==> src/rtl/rst_seq_pkg.sv <==
package rst_seq_pkg;
  typedef enum logic [1:0] {PH_IDLE, PH_HOLD, PH_TAIL} phase_t;

  typedef struct packed {
    logic restart;
    logic toTail;
    logic finish;
  } seq_strobe_t;

  localparam int NUM_SRC = 4;
  localparam int SRC_POR = 0;
  localparam int SRC_LVI = 1;
  localparam int SRC_PIN = 2;
  localparam int SRC_USB = 3;
endpackage

==> src/rtl/rst_seq_ctrl.sv <==
module rst_seq_ctrl
  import rst_seq_pkg::*;
(
  input  logic        clk,
  input  logic        porIn,
  input  logic        reqAny,
  input  logic        holdDone,
  input  logic        tailDone,
  output seq_strobe_t strobe
);
  phase_t phase;

  always_comb begin
    strobe.restart = reqAny;
    strobe.toTail  = !reqAny && (phase == PH_HOLD) && holdDone;
    strobe.finish  = !reqAny && (phase == PH_TAIL) && tailDone;
  end

  always_ff @(posedge clk or posedge porIn) begin
    if (porIn)               phase <= PH_HOLD;
    else if (strobe.restart) phase <= PH_HOLD;
    else if (strobe.toTail)  phase <= PH_TAIL;
    else if (strobe.finish)  phase <= PH_IDLE;
  end

  // an accepted request always returns the sequencer to the hold phase
  assert_restart_hold_R6: assert property (@(posedge clk) disable iff (porIn)
    reqAny |=> (phase == PH_HOLD));
endmodule

==> src/rtl/rst_seq_dp.sv <==
module rst_seq_dp
  import rst_seq_pkg::*;
#(
  parameter int PIN_CYCLES  = 4096,
  parameter int TAIL_CYCLES = 64,
  parameter int SYNC_STAGES = 2
) (
  input  logic               clk,
  input  logic               porIn,
  input  logic               lviIn,
  input  logic               pinIn,
  input  logic               usbReq,
  input  logic               usbEn,
  input  seq_strobe_t        strobe,
  output logic               reqAny,
  output logic               holdDone,
  output logic               tailDone,
  output logic               pinPullDown,
  output logic               cpuRst,
  output logic               powerRst,
  output logic [NUM_SRC-1:0] status
);
  localparam int MAX_CNT = (PIN_CYCLES > TAIL_CYCLES) ? PIN_CYCLES : TAIL_CYCLES;
  localparam int CNT_W   = $clog2(MAX_CNT + 1);

  logic [SYNC_STAGES-1:0] pinSync;
  logic [SYNC_STAGES-1:0] pdHist;
  logic [CNT_W-1:0]       cnt;
  logic [NUM_SRC-1:0]     reqVec;
  logic [NUM_SRC-1:0]     newStatus;
  logic                   pinReq;

  always_ff @(posedge clk or posedge porIn) begin
    if (porIn) begin
      pinSync <= '1;
      pdHist  <= '1;
    end else begin
      pinSync <= {pinSync[SYNC_STAGES-2:0], pinIn};
      pdHist  <= {pdHist[SYNC_STAGES-2:0], pinPullDown};
    end
  end

  // Pin request only when the low level cannot be our own pull-down.
  assign pinReq = !pinSync[SYNC_STAGES-1] && !pinPullDown && !(|pdHist);

  always_comb begin
    reqVec          = '0;
    reqVec[SRC_LVI] = lviIn;
    reqVec[SRC_PIN] = pinReq;
    reqVec[SRC_USB] = usbReq && usbEn;
    reqAny          = |reqVec;
    newStatus       = '0;
    for (int i = 1; i < NUM_SRC; i++) begin
      if (reqVec[i] && (newStatus == '0)) newStatus[i] = 1'b1;
    end
  end

  assign holdDone = (cnt == CNT_W'(PIN_CYCLES - 1));
  assign tailDone = (cnt == CNT_W'(TAIL_CYCLES - 1));

  always_ff @(posedge clk or posedge porIn) begin
    if (porIn) begin
      cnt         <= '0;
      pinPullDown <= 1'b1;
      cpuRst      <= 1'b1;
      powerRst    <= 1'b1;
      status      <= NUM_SRC'(1) << SRC_POR;
    end else if (strobe.restart) begin
      cnt         <= '0;
      pinPullDown <= 1'b1;
      cpuRst      <= 1'b1;
      powerRst    <= powerRst | lviIn;
      status      <= newStatus;
    end else if (strobe.toTail) begin
      cnt         <= '0;
      pinPullDown <= 1'b0;
    end else if (strobe.finish) begin
      cnt      <= '0;
      cpuRst   <= 1'b0;
      powerRst <= 1'b0;
    end else if (cpuRst) begin
      cnt <= cnt + 1'b1;
    end
  end

  assert_pin_within_cpu_R3: assert property (@(posedge clk) disable iff (porIn)
    pinPullDown |-> cpuRst);
  assert_hold_bound_R2: assert property (@(posedge clk) disable iff (porIn)
    pinPullDown |-> (cnt < CNT_W'(PIN_CYCLES)));
  assert_power_within_cpu_R5: assert property (@(posedge clk) disable iff (porIn)
    powerRst |-> cpuRst);
  assert_power_source_R5: assert property (@(posedge clk) disable iff (porIn)
    $rose(powerRst) |-> $past(lviIn));
  assert_status_onehot_R4: assert property (@(posedge clk) disable iff (porIn)
    $countones(status) == 1);
  assert_restart_reload_R6: assert property (@(posedge clk) disable iff (porIn)
    reqAny |=> (pinPullDown && cnt == '0));
  assert_usb_gated_R8: assert property (@(posedge clk) disable iff (porIn)
    (usbReq && !usbEn && !lviIn && !pinReq) |=> $stable(status));
endmodule

==> src/rtl/rst_sequencer.sv <==
module rst_sequencer
  import rst_seq_pkg::*;
#(
  parameter int PIN_CYCLES  = 4096,
  parameter int TAIL_CYCLES = 64
) (
  input  logic         clk,
  input  logic         porIn,
  input  logic         lviIn,
  input  logic         pinIn,
  input  logic         usbReq,
  input  logic         usbEn,
  output logic         pinPullDown,
  output logic         cpuRst,
  output logic         powerRst,
  output logic [3:0]   status
);
  seq_strobe_t strobe;
  logic        reqAny;
  logic        holdDone;
  logic        tailDone;

  rst_seq_ctrl u_ctrl (
    .clk      (clk),
    .porIn    (porIn),
    .reqAny   (reqAny),
    .holdDone (holdDone),
    .tailDone (tailDone),
    .strobe   (strobe)
  );

  rst_seq_dp #(
    .PIN_CYCLES  (PIN_CYCLES),
    .TAIL_CYCLES (TAIL_CYCLES),
    .SYNC_STAGES (2)
  ) u_dp (
    .clk         (clk),
    .porIn       (porIn),
    .lviIn       (lviIn),
    .pinIn       (pinIn),
    .usbReq      (usbReq),
    .usbEn       (usbEn),
    .strobe      (strobe),
    .reqAny      (reqAny),
    .holdDone    (holdDone),
    .tailDone    (tailDone),
    .pinPullDown (pinPullDown),
    .cpuRst      (cpuRst),
    .powerRst    (powerRst),
    .status      (status)
  );
endmodule

==> config.mk <==
export PLATFORM = sky130hd
export DESIGN_NAME = rst_sequencer
export DESIGN_NICKNAME = d
export VERILOG_FILES = /design/src/rtl/rst_seq_pkg.sv /design/src/rtl/rst_seq_ctrl.sv /design/src/rtl/rst_seq_dp.sv /design/src/rtl/rst_sequencer.sv
export SDC_FILE = /design/constraint.sdc
export NUM_CORES = 1
export LEC_CHECK = 0
export BUFFER_PORTS_ARGS = -buffer_cell sky130_fd_sc_hd__buf_2
export CORE_AREA = 2 2 50 52
export CTS_CLUSTER_SIZE = 16
export DETAILED_ROUTE_END_ITERATION = 10
export DIE_AREA = 0 0 52 54
export PLACE_DENSITY = 0.77
export REMOVE_ABC_BUFFERS = 1
export SLEW_MARGIN = 20
export SYNTH_ARGS = -nofsm -noshare
export SYNTH_HDL_FRONTEND = slang
export SYNTH_SLANG_ARGS = --single-unit
==> constraint.sdc <==
create_clock -name clk -period 2.14 [get_ports clk]
set_input_delay 0.428 -clock clk [delete_from_list [all_inputs] [get_ports clk]]
set_output_delay 0.428 -clock clk [all_outputs]
set_load 0.02 [all_outputs]
Word-level counts from Yosys, hierarchy flattened
Index checks and enable logic that the tools add are counted.
Widths: inputs -> output; s select.
- add/sub/neg operators: 1
- equal/unequal tests: 5
- mux-type cells: 16
- bitwise logic cells: 2
- reduce and logical (&&, ||, !) cells: 21
- operators with widths (kind ; count):
    $mux 13 ; 4
    $add 13x1->13 const B ; 1
    $eq 13x12->1 const B ; 1
    $eq 13x6->1 const B ; 1
    $logic_and 1x1->1 ; 9
    $mux 1 ; 9
    $mux 2 ; 3
    $logic_not 1->1 ; 4
    $reduce_bool 2->1 ; 2
    $reduce_bool 4->1 ; 1
    $reduce_bool 3->1 ; 1
    $reduce_or 3->1 ; 1
    $eq 2x1->1 const B ; 1
    $eq 2x2->1 const B ; 1
    $logic_not 2->1 ; 1
    $ne 2x1->1 const B ; 1
    $reduce_and 2->1 ; 1
    $reduce_or 2->1 ; 1
    $not 1->1 ; 1
    $or 1x1->1 ; 1
- flip-flop bits (word level): 26
- output and inout port bits: 7
- logic and storage cells: 53

Longest topological paths before layout
- word-level depth: 10
- gate-level depth with buffers: 6
- gate-level depth less buffers: 5

Cells and area by module
Synthesis repeated with hierarchy kept, for this count alone.
- cells, all modules: 120
- area total of the unflattened synthesis: 1236.2 um2
- by module, submodules not included (module ; instances ; cells each ; area each (um2)):
    rst_seq_dp ; 1 ; 108 ; 1112.3
    rst_seq_ctrl ; 1 ; 12 ; 123.9

Least setup slack after synthesis
No wires, ideal clock.
- kind: register to register
- start point: register u_dp.pinPullDown
- end point: register u_dp.cnt[0]
- library setup time: 0.123 ns
- data arrival time: 1.674 ns
- required time: 2.017 ns
- path slack: 0.344 ns
- cell stages (with the launch flop): 7
- path through: dfstp_2 -> nor4_4 -> or3b_4 -> nor4bb_1 -> buf_4 -> buf_8 -> nor3_1
- longest elaborated chain between the ends: 10
- ends and longest elaborated chain (what ; line ; RTL):
    start: declaration ; rst_seq_dp.sv:18 ; output logic pinPullDown,
    start signal: assignment ; rst_seq_dp.sv:64 ; pinPullDown <= 1'b1;
    start signal: assignment ; rst_seq_dp.sv:70 ; pinPullDown <= 1'b1;
    start signal: assignment ; rst_seq_dp.sv:76 ; pinPullDown <= 1'b0;
    $logic_not 1->1 (*) ; rst_seq_dp.sv:44 ; assign pinReq = !pinSync[SYNC_STAGES-1] && !pinPullDown && !(|pdHist);
    $logic_and 1x1->1 (*) (2 in a row) ; rst_seq_dp.sv:44 ;
    $reduce_or 3->1 (*) ; rst_seq_dp.sv:51 ; reqAny = |reqVec;
    $logic_not 1->1 ; rst_seq_ctrl.sv:15, rst_seq_ctrl.sv:16 ;
    $logic_and 1x1->1 (2 in a row) ; rst_seq_ctrl.sv:16 ; strobe.finish = !reqAny && (phase == PH_TAIL) && tailDone;
    $mux 13 ; rst_seq_dp.sv:77 ; end else if (strobe.finish) begin
    $mux 13 ; rst_seq_dp.sv:74 ; end else if (strobe.toTail) begin
    $mux 13 ; rst_seq_dp.sv:68 ; end else if (strobe.restart) begin
    end signal: assignment ; rst_seq_dp.sv:82 ; cnt <= cnt + 1'b1;
    end: declaration ; rst_seq_dp.sv:28 ; logic [CNT_W-1:0] cnt;
Every way passes the cells marked *; elsewhere a longest branch is shown, timed or not.
A chain may end at the register's enable or synchronous reset.

Worst setup path after layout
- start point: register u_dp.pinPullDown
- end point: register u_dp.cnt[2]
The elaborated chain is that of the path after synthesis.

==> results.ini <==
[synthesis]
synth.avg_cell_area_um2 = 11.3
post-synth-top-count-cell = dfrtp_1
synth_top_area_share_pct = 36.3
yosysUniqueCellTypes = 29
synth.cells.most_frequent = dfrtp_1 (17), nor3_1 (16), dfstp_2 (9), xnor2_1 (9), nand2_1 (7)
synth_seq_cells = 26
syn_area_mm2 = 0.00117
synth_top_flop_cell = dfrtp_1
synthCells = 104
synth-seq-area-share_pct = 56.5
yosys_warnings = 0
synth_top_cell_by_area = dfrtp_1
synth_edf_count = 0
synthArstFlopShare_pct = 100
ys_top_cells_by_area = dfrtp_1 (36%), dfstp_2 (20%), nor3_1 (6.8%)

[routing]
met2_length_um = 953
vias = 827
antenna_left = 0
highest_layer = met4
drc = 0
routed_via_density = 5.51
wirelength_met1_um = 915
wl_mm = 2.00
dr.pass1.iters = 4
first_iter_violations = 14
wl_per_cell_um = 13.3
met3WireLength_um = 90

[layout]
final_area_mm2 = 0.00131
drive_gt1_share_pct = 29.2
area_growth_pct = 11.7
final_net_count = 128
antenna_cells = 0

[floorplan]
rows = 18
die_y_um = 54
start_util_pct = 50.5
core_area_mm2 = 0.00232
die-width_um = 52
dieArea_mm2 = 0.00281
ios = 13

[worst_hold_path]
hold_class = primary input to asynchronous set/reset pin

[placement]
place.gp.congestion = 0.869
hpwlAfterDp_mm = 1.47
portBuffers = 12
post-place-ws_ns = 0.332
dpl_cell_area_mm2 = 0.00127

[clocking]
cts_resized = 0
cts_root_buf = clkbuf_4
cts_made_buffers = 3
worst_setup_hold_path_clk_slew_ns = 0.13
cts_tree = done
clk_path_buf_depth = 2
cts_setup_buffers = 0
cts.sinks = 26
clock_latency_ns = 0.32
hold_buffers = 0
htreeDepth = 1

[sta]
min_period_over_period_pct = 84.4
setup_tns_ns = 0
fin_ws_ns = 0.335
fmax_mhz = 554
tightest_slew_ns = 0.432
fin_worst_skew_ns = 0.00182
rsz0062_at_grt = false
hold_violations = 0
holdWs_ns = 0.0408
period_needed_ns = 1.81
drv_slew = 0
relSlewSlack_pct = 71.1
finalSetupViolCount = 0

[power]
switching_share_pct = 21.9
p_leak_uw = 0.000543
vdd_ir_drop_max_v = 0.000440
combPwrFrac_pct = 6.3
pwr_density_cell_mw_per_mm2 = 610
p_switching_uw = 175
clkPwrFrac_pct = 30.2
p_int_uw = 624
seqPwrFrac_pct = 63.5

[critical_path]
r2r-end = u_dp.cnt[2]
path_buf_inv = 1
cp_cell_sequence = nor4_4 > or3b_4 > nor4bb_2 > buf_4 > nor3_1
startpoint = u_dp.pinPullDown
critPathArrivalTime_ns = 2.00
path_class = register to register
r2r_slack_ns = 0.33
cp.depth = 5
critical_path.top_delay_family = simple AND/OR/NAND/NOR gates
critPathRequiredTime_ns = 2.34
endpoint = u_dp.cnt[2]
endpoint_kind = register
cpMaxStageDelayCell = dfstp_2
reg2reg_from = u_dp.pinPullDown
cp_max_fo = 16
ff2ff_path_depth = 5
worstSetupStartpointType = register
critPathMaxStageDelay_ns = 0.59

[global_route]
grt_max_degree = 19
antenna_found_initial = 0
grt_pass1_wl_mm = 3.47
first_global_vias = 798
grt_usage_pct = 17.2
gr-total-overflow = 0

[run_status]
status = completed

[job]
maxCapViolations = 0

[power by group through the flow]
stage	combinational (µW)	clock (µW)	sequential, µW
after global routing	57.6	267	509
final	50.3	241	508
after floorplan	27.7	0	519
after global placement	49.0	0	516
after detailed placement	51.7	0	516
after CTS	51.7	249	508
[logic make-up after synthesis]
kind of cell,share of synthesized area (%)
buffers and inverters,4.06
AOI/OAI and AO/OA,3.74
adders and majority gates,1.07
DFF,56.5
xor gates and xnor gates,8.97
and+or+nand+nor,24.9
muxes,0.854
[registers in the layout, indices dropped and copies added (netlist names)]
| name | flops |
|---|---|
| u_dp.cnt | 13 |
| u_dp.status | 4 |
| u_ctrl.phase | 2 |
| u_dp.pdHist | 2 |
| u_dp.pinSync | 2 |
| u_dp.cpuRst | 1 |
| u_dp.pinPullDown | 1 |
| u_dp.powerRst | 1 |
[metal layers]
layer | vias up | track usage (%)
met5 | - | 0
met2 | 25 | 30.4
met1 | 394 | 20.3
met4 | 0 | 8.33
met3 | 5 | 3.06
li1 | 403 | -
[worst min path at each step]
stage | cells past startpoint | endpoint
3_3_place_gp | 0 | u_dp.pinSync[1]
6_report | 2 | u_dp.status[2]
4_1_cts | 2 | u_dp.status[2]
3_5_place_dp | 0 | u_dp.pinSync[1]
5_1_grt | 2 | u_dp.status[2]
2_1_floorplan | 0 | u_dp.pinSync[1]
[metrics by stage]
| stage | util [%] | instances | total power (µW) |
|---|---|---|---|
| 2_1_floorplan | - | 100 | 546 |
| 5_1_grt | 56.5 | 150 | 834 |
| 3_5_place_dp | 54.9 | 146 | 568 |
| 4_1_cts | 56.5 | 150 | 809 |
| 6_report | 56.5 | 150 | 799 |
| 3_3_place_gp | 54.9 | 146 | 565 |
[placed cells by master, fill, tap and decap left out, types with 2 or more instances in the layout]
master    count
buf_4         4
dfstp_2       9
clkbuf_4      3
nand4_1       3
inv_1         4
a21oi_1       2
nor2_1        5
nor3_1       16
nor4_1        6
dfrtp_1      17
buf_2        12
xnor2_1       9
xor2_1        3
nand2_1       7
nand3_1       5
[layout make-up]
type	instances	area, µm²
Tap cell	30	37.5
Inverter	4	15.0
Multi-Input combinational cell	70	469
Timing Repair Buffer	16	90.1
Sequential cell	26	662
Clock buffer	4	36.3
Fill cell	208	1010
Power figures use the tool's default switching activity.
